File: config.mk
export PLATFORM = sky130hd
export DESIGN_NAME = eth_status_led
export DESIGN_NICKNAME = d
export VERILOG_FILES = /design/src/rtl/eth_led_pkg.sv /design/src/rtl/act_stretch.sv /design/src/rtl/blink_gen.sv /design/src/rtl/lamp_encode.sv /design/src/rtl/eth_status_led.sv
export SDC_FILE = /design/constraint.sdc
export NUM_CORES = 1
export LEC_CHECK = 0
export BUFFER_PORTS_ARGS = -buffer_cell sky130_fd_sc_hd__clkbuf_2
export CAP_MARGIN = 20
export CORE_MARGIN = 5
export CORE_UTILIZATION = 30
export DETAILED_ROUTE_END_ITERATION = 12
export MAX_ROUTING_LAYER = met4
export PLACE_DENSITY_LB_ADDON = 0.1
export SLEW_MARGIN = 20
export SYNTH_ARGS = -nofsm -noshare
export SYNTH_HDL_FRONTEND = slang
export SYNTH_SLANG_ARGS = --single-unit
File: constraint.sdc
create_clock -name clk -period 2.81 [get_ports clk]
set_input_delay 0.281 -clock clk [delete_from_list [all_inputs] [get_ports clk]]
set_output_delay 0.281 -clock clk [all_outputs]
set_load 0.03 [all_outputs]
File: src/rtl/eth_led_pkg.sv
package eth_led_pkg;

    typedef enum logic [1:0] {
        MODE_COMBINED = 2'b00,
        MODE_SPLIT    = 2'b01,
        MODE_RSV_A    = 2'b10,
        MODE_RSV_B    = 2'b11
    } led_mode_e;

    typedef struct packed {
        logic link;
        logic fast;
        logic busy;
        logic dark_phase;
    } port_state_t;

    typedef struct packed {
        logic lamp0_n;
        logic lamp1_n;
    } lamp_pair_t;

    localparam lamp_pair_t LAMPS_OFF = '{lamp0_n: 1'b1, lamp1_n: 1'b1};

    function automatic lamp_pair_t map_lamps(led_mode_e mode, port_state_t st);
        lamp_pair_t r;
        logic act_level;
        act_level = st.busy ? st.dark_phase : 1'b0;
        r = LAMPS_OFF;
        case (mode)
            MODE_COMBINED: begin
                r.lamp0_n = st.link ? act_level : 1'b1;
                r.lamp1_n = ~st.fast;
            end
            MODE_SPLIT: begin
                r.lamp0_n = ~st.link;
                r.lamp1_n = st.busy ? st.dark_phase : 1'b1;
            end
            default: r = LAMPS_OFF;
        endcase
        return r;
    endfunction

endpackage

File: src/rtl/act_stretch.sv
module act_stretch #(
    parameter int STRETCH_CYCLES = 16
) (
    input  logic clk,
    input  logic rst,
    input  logic link_up,
    input  logic act_pulse,
    output logic busy
);
    localparam int CW = $clog2(STRETCH_CYCLES + 1);
    localparam logic [CW-1:0] LOAD = CW'(STRETCH_CYCLES);

    logic [CW-1:0] remain_q;

    always_ff @(posedge clk) begin
        if (rst || !link_up) begin
            remain_q <= '0;
        end else if (act_pulse) begin
            remain_q <= LOAD;
        end else if (remain_q != '0) begin
            remain_q <= remain_q - 1'b1;
        end
    end

    assign busy = (remain_q != '0);


    reload_chk: assert property (@(posedge clk) disable iff (rst)
        (act_pulse && link_up) |=> busy);


    link_drop_chk: assert property (@(posedge clk) disable iff (rst)
        !link_up |=> !busy);

endmodule

File: src/rtl/blink_gen.sv
module blink_gen #(
    parameter int BLINK_HALF = 4
) (
    input  logic clk,
    input  logic rst,
    input  logic busy,
    output logic dark_phase
);
    localparam int PW = (BLINK_HALF > 1) ? $clog2(BLINK_HALF) : 1;
    localparam logic [PW-1:0] LAST = PW'(BLINK_HALF - 1);

    logic [PW-1:0] tick_q;
    logic          dark_q;

    always_ff @(posedge clk) begin
        if (rst || !busy) begin
            tick_q <= '0;
            dark_q <= 1'b0;
        end else if (tick_q == LAST) begin
            tick_q <= '0;
            dark_q <= ~dark_q;
        end else begin
            tick_q <= tick_q + 1'b1;
        end
    end

    assign dark_phase = dark_q;


    idle_phase_chk: assert property (@(posedge clk) disable iff (rst)
        !busy |=> !dark_phase);


    phase_hold_chk: assert property (@(posedge clk) disable iff (rst)
        (busy && tick_q != LAST) |=> $stable(dark_phase));

endmodule

File: src/rtl/lamp_encode.sv
module lamp_encode
    import eth_led_pkg::*;
(
    input  logic        clk,
    input  logic        rst,
    input  led_mode_e   mode,
    input  port_state_t st,
    output lamp_pair_t  lamps
);
    always_ff @(posedge clk) begin
        if (rst) begin
            lamps <= LAMPS_OFF;
        end else begin
            lamps <= map_lamps(mode, st);
        end
    end


    reserved_dark_chk: assert property (@(posedge clk) disable iff (rst)
        (mode == MODE_RSV_A || mode == MODE_RSV_B) |=> (lamps == LAMPS_OFF));


    speed_lamp_chk: assert property (@(posedge clk) disable iff (rst)
        (mode == MODE_COMBINED) |=> (lamps.lamp1_n == !$past(st.fast)));


    link_only_chk: assert property (@(posedge clk) disable iff (rst)
        (mode == MODE_SPLIT) |=> (lamps.lamp0_n == !$past(st.link)));

endmodule

File: src/rtl/eth_status_led.sv
module eth_status_led
    import eth_led_pkg::*;
#(
    parameter int BLINK_HALF     = 2_500_000,
    parameter int STRETCH_CYCLES = 5_000_000
) (
    input  logic       clk,
    input  logic       rst,
    input  logic       link_up,
    input  logic       speed_100,
    input  logic       act_pulse,
    input  logic [1:0] led_mode,
    output logic       led0_n,
    output logic       led1_n
);
    logic        busy;
    logic        dark_phase;
    port_state_t st;
    lamp_pair_t  lamps;

    act_stretch #(.STRETCH_CYCLES(STRETCH_CYCLES)) stretch_i (
        .clk       (clk),
        .rst       (rst),
        .link_up   (link_up),
        .act_pulse (act_pulse),
        .busy      (busy)
    );

    blink_gen #(.BLINK_HALF(BLINK_HALF)) blink_i (
        .clk        (clk),
        .rst        (rst),
        .busy       (busy),
        .dark_phase (dark_phase)
    );

    always_comb begin
        st.link       = link_up;
        st.fast       = speed_100;
        st.busy       = busy;
        st.dark_phase = dark_phase;
    end

    lamp_encode encode_i (
        .clk   (clk),
        .rst   (rst),
        .mode  (led_mode_e'(led_mode)),
        .st    (st),
        .lamps (lamps)
    );

    assign led0_n = lamps.lamp0_n;
    assign led1_n = lamps.lamp1_n;


    reset_dark_chk: assert property (@(posedge clk)
        rst |=> (led0_n && led1_n));


    no_link_dark_chk: assert property (@(posedge clk) disable iff (rst)
        !link_up |=> led0_n);

endmodule

==> reports/metrics.cfg, run 1 <==
[min_path]
hold_class=in -> reg

[timing]
setup_viol=0
rsz0062_at_grt=false
hold_viol=0
slew_viol_final=0
tightest_slew_ps=645
fin_setup_tns_ps=0
max-slew-margin-rel_pct=57.0
max_clock_freq_ghz=0.420
fin_crit_ps=2380
finClkSkew_ps=4.99
finalCritPeriodShare_pct=84.7

[critical_path]
critPathMaxFanout=9
cp-end-kind=register
crit_arrival_ps=2610
worstPathRequired_ps=3050
path_class=reg -> reg
cp-start-kind=register

[synthesis]
synth_area_leaders=dfxtp_1 39%, or3_1 5.3%, a211oi_1 4.5%
synth_most_common_cell=dfxtp_1
avgSynthCellArea_sq_um=8.58
synth_top_family_by_area=simple AND/OR/NAND/NOR gates
ys_seq_elements=48
synth_simple_gate_area_share_pct=32.7
syn_area_sq_um=2480
synth_top_area_share_pct=38.8
synth_edf_count=0
syn-instance-count=289
synth_seq_area_share_pct=38.8
synth_top_area_cell=dfxtp_1
synthArstFlopShare_pct=0
synthTopCellsByCount=48 x dfxtp_1, 23 x nand2_1, 21 x or3_1
syn-num-nets=299
synth-xor-area-share_pct=3.53
synth_fa_ha_area_share_pct=1.51
synth_mux_area_share_pct=3.23
synth_ff_type=dfxtp_1
synth_compound_area_share_pct=17.0
yosys_warnings=0
ys_types=44

[clock_network]
htree_levels=2
cts_inserted_buffers=5
cts_setup_buffers=0
cts_buffer_depth=2
post_cts_resized=0
cts-root-buf=clkbuf_8
path_clk_slew_ps=90
cts_tree=done
postCtsHoldBufs=0
clock_latency_ps=310
clock_sinks=48

[grt]
track_usage_pct=12.8
grt_pass1_vias=2080
antenna_found_initial=0
grt_max_degree=24
gr-total-overflow=0
grt_pass1_wl_microns=10200

[floorplanning]
die_x_microns=101
core-area_sq_um=8130
rows=33
die_area_sq_um=10200
die_height_microns=101
start_util_pct=30.5
io_pins=9

[pwr]
power.leakage_nw=0.927
ir_worst_vdd_uv=264
powerDensity_nw_per_um2=606

[placement]
place_congestion=0.763
numPortBuffers=8
dp_hpwl_microns=4110

[routing]
drtPass1Iterations=5
vias_per_cell=5.39
totalWireLength_microns=5980
dr_total_vias=2199
drc=0
ant_nets=0
drt_iter0_markers=72
routedWlPerCell_microns=14.7

[finish]
nets=312
syn_to_final_growth_pct=13.4
final_util_pct=34.6
drive_gt1_share_pct=12.2
antennaDiodeCount=0
fillCellCount=856

[status]
status=complete, no violations

[job]
cap_violations=0

flip-flops by register name (all words and copies together), names as in the netlist:
name / flops
stretch_i.remain_q: 23
blink_i.dark_phase: 1
encode_i.lamps: 2
blink_i.tick_q: 22
area by class of cell:
| class | count | area, sq um | share of cell area [%] |
|---|---|---|---|
| timing repair buffer | 19 | 123 | 4.36 |
| clock inverter | 1 | 30.0 | 1.07 |
| clock buffer | 7 | 96.3 | 3.43 |
| tap | 105 | 131 | 4.67 |
| inverter | 7 | 26.3 | 0.935 |
| multi-input combinational | 221 | 1440 | 51.4 |
| sequential | 48 | 961 | 34.2 |
cell families (layout without fill, tap and decap cells):
group                    after synthesis  after routing
AND/OR/NAND/NOR                      138            138
AO/OA/AOI/OAI                         62             62
flip-flops                            48             48
buffers and inverters                 20             34
XOR/XNOR                              10             10
multiplexers                           8              8
adder cells (fa/ha/maj)                3              3
cell usage in the layout (no fill, tap or decap), drive strengths merged, types with 5 or more instances in the layout:
| cell type | count |
|---|---|
| xnor2 | 5 |
| dfxtp | 48 |
| nand3 | 11 |
| nor4 | 5 |
| or3 | 21 |
| o31ai | 6 |
| nand2 | 23 |
| a21oi | 11 |
| a211oi | 15 |
| mux2i | 8 |
| nor2 | 9 |
| xor2 | 5 |
| buf | 11 |
| inv | 7 |
| nand4 | 8 |
| nor3 | 20 |
| o21ai | 13 |
| or4 | 11 |
| clkbuf | 15 |
path summary, 6_finish.rpt:
kind              depth (start not counted)                     end  slack [ps]                    from
setup / recovery                          4  stretch_i.remain_q[19]         430  stretch_i.remain_q[15]
hold / removal                            3       encode_i.lamps[0]         180             led_mode[1]
setup reg to reg                          4  stretch_i.remain_q[19]         430  stretch_i.remain_q[15]
hold reg to reg                           2   stretch_i.remain_q[7]         480   stretch_i.remain_q[7]
worst max-delay path, cell delays in order (launching register included):
cell and delay, ps:
dfxtp_1 340, or4_4 580, or4_1 680, or4_1 540
a31oi_1 160
power breakdown:
| part | leakage (nW) | switching [mW] | internal [mW] |
|---|---|---|---|
| clock network | 0.0645 | 0.249 | 0.314 |
| registers | 0.390 | 0.0362 | 0.712 |
| logic | 0.473 | 0.230 | 0.162 |
| total | 0.927 | 0.515 | 1.19 |
stage by stage:
stage	area [sq um]	cells	hold slack [ps]	total power, mW	worst slack (ps)
2_1_floorplan	2480	289	378	1.03	597
5_1_grt	2810	408	197	1.80	257
3_5_place_dp	2690	400	473	1.16	449
6_report	2810	408	181	1.70	430
3_3_place_gp	2690	400	466	1.16	456
4_1_cts	2810	408	171	1.73	431
per-layer routing:
metal	vias up	GRT usage (%)	part of all wire, %
met5	-	-	0
met4	0	3.99	1.3
met3	8	2.28	2.2
met2	14	21.3	48
met1	1029	15.8	48
li1	1148	-	-
Power figures use the tool's default switching activity.
==> run 2, diff against run 1 <==
Clock period 2.81 ns to 2.1 ns, I/O delays scaled along.
==> reports/metrics.cfg, run 2 (synthesis gave the netlist of run 1 again) <==
[routing]
ant_nets=0
routedWlPerCell_microns=14.5
drc=0
vias_per_cell=5.17
drtPass1Iterations=4
drt_iter0_markers=71
totalWireLength_microns=6450
dr_total_vias=2302

[critical_path]
crit_family=simple AND/OR/NAND/NOR gates
cp_cell_sequence=or4_4, or4_4, or4_1, a31oi_1
crit_arrival_ps=2290
path_buf_inv=0
path_common_cell=or4_4
worstRegToRegCells=4
cp.depth=4
cpPeakStageDelay_ps=550
cp-start-kind=register
path_class=reg -> reg
critPathMaxFanout=6
cpMaxStageDelayCell=or4_4
cp-end-kind=register
worstPathRequired_ps=2330

[timing]
fin_crit_ps=2060
max-slew-margin-rel_pct=69.1
max_clock_freq_ghz=0.486
setup_ws_ps=43.9
hold_viol=0
holdWs_ps=128
finalCritPeriodShare_pct=97.9
tightest_slew_ps=462
finClkSkew_ps=7.22
rsz0062_at_grt=true
slew_viol_final=0
setup_viol=0

[finish]
final_util_pct=38.2
syn_to_final_growth_pct=25.3
reg_top3=stretch_i.remain_q: 23 flops, blink_i.tick_q: 22 flops, encode_i.lamps: 2 flops
regMostFlops=stretch_i.remain_q
drive_gt1_share_pct=23.5
antennaDiodeCount=0
stdcell_area_sq_um=3110
layout_common_cells=47 x dfxtp_1, 47 x buf_4, 23 x nand2_1
largest_reg_flops=23
nets=350
fillCellCount=821

[pwr]
total_power_mw=2.22
power.leakage_nw=1.11
ir_worst_vdd_uv=261
powerDensity_nw_per_um2=714

[placement]
dp_hpwl_microns=4610
numPortBuffers=8
placed_area_sq_um=3000
preCtsSetupSlack_ps=21.3
place_congestion=0.794

[status]
status=complete, no violations

[grt]
grt_pass1_vias=2347
gr-total-overflow=0
grt_max_degree=24
antenna_found_initial=0
grt_pass1_wl_microns=11300
track_usage_pct=13.9

[clock_network]
cts_buffer_depth=2
cts_inserted_buffers=5
clock_sinks=48
cts_setup_buffers=0
htree_levels=2
postCtsHoldBufs=0
cts-root-buf=clkbuf_8
cts_tree=done
clock_latency_ps=300
post_cts_resized=1
path_clk_slew_ps=90

[min_path]
whs_path_depth=2
hold_class=in -> reg

[floorplanning]
start_util_pct=30.5
die_area_sq_um=10200
die_height_microns=101
core-area_sq_um=8130
die_x_microns=101
rows=33
io_pins=9

[job]
cap_violations=0

run 2: worst paths after layout:
kind	start	end	slack, ps
setup / recovery	stretch_i.remain_q[17]	stretch_i.remain_q[19]	40
hold / removal	led_mode[1]	encode_i.lamps[1]	130
hold reg to reg	stretch_i.remain_q[17]	stretch_i.remain_q[17]	470
setup reg to reg	stretch_i.remain_q[17]	stretch_i.remain_q[19]	40
run 2: final cells by class:
type | instances | area (sq um) | area share (%)
sequential | 48 | 962 | 31.0
clock buffer | 5 | 68.8 | 2.22
timing repair buffer | 57 | 433 | 13.9
clock inverter | 2 | 12.5 | 0.403
tap | 105 | 131 | 4.23
multi-input combinational | 221 | 1470 | 47.4
inverter | 7 | 26.3 | 0.846
run 2: power by group:
group	internal [mW]	total (mW)	switching [mW]
clock network	0.227	0.552	0.326
logic	0.327	0.676	0.349
registers	0.953	0.991	0.0377
run 2: worst reg2reg max path, cell delays in order, from the launching register on:
cell and delay [ps]:
dfxtp_2 330, or4_4 550, or4_4 470, or4_1 510
a31oi_1 130
run 2: layer usage:
| metal | global-route usage, % | wire (microns) |
|---|---|---|
| met3 | 2.28 | 115 |
| met2 | 23.2 | 3140 |
| met4 | 2.76 | 38 |
| met1 | 17.9 | 3160 |
| met5 | - | 0 |
run 2: stage by stage:
| step | setup TNS [ps] | instances |
|---|---|---|
| 2_1_floorplan | 0 | 289 |
| 3_3_place_gp | 0 | 438 |
| 3_5_place_dp | 0 | 438 |
| 4_1_cts | 0 | 445 |
| 5_1_grt | -26.3 | 445 |
| 6_report | 0 | 445 |
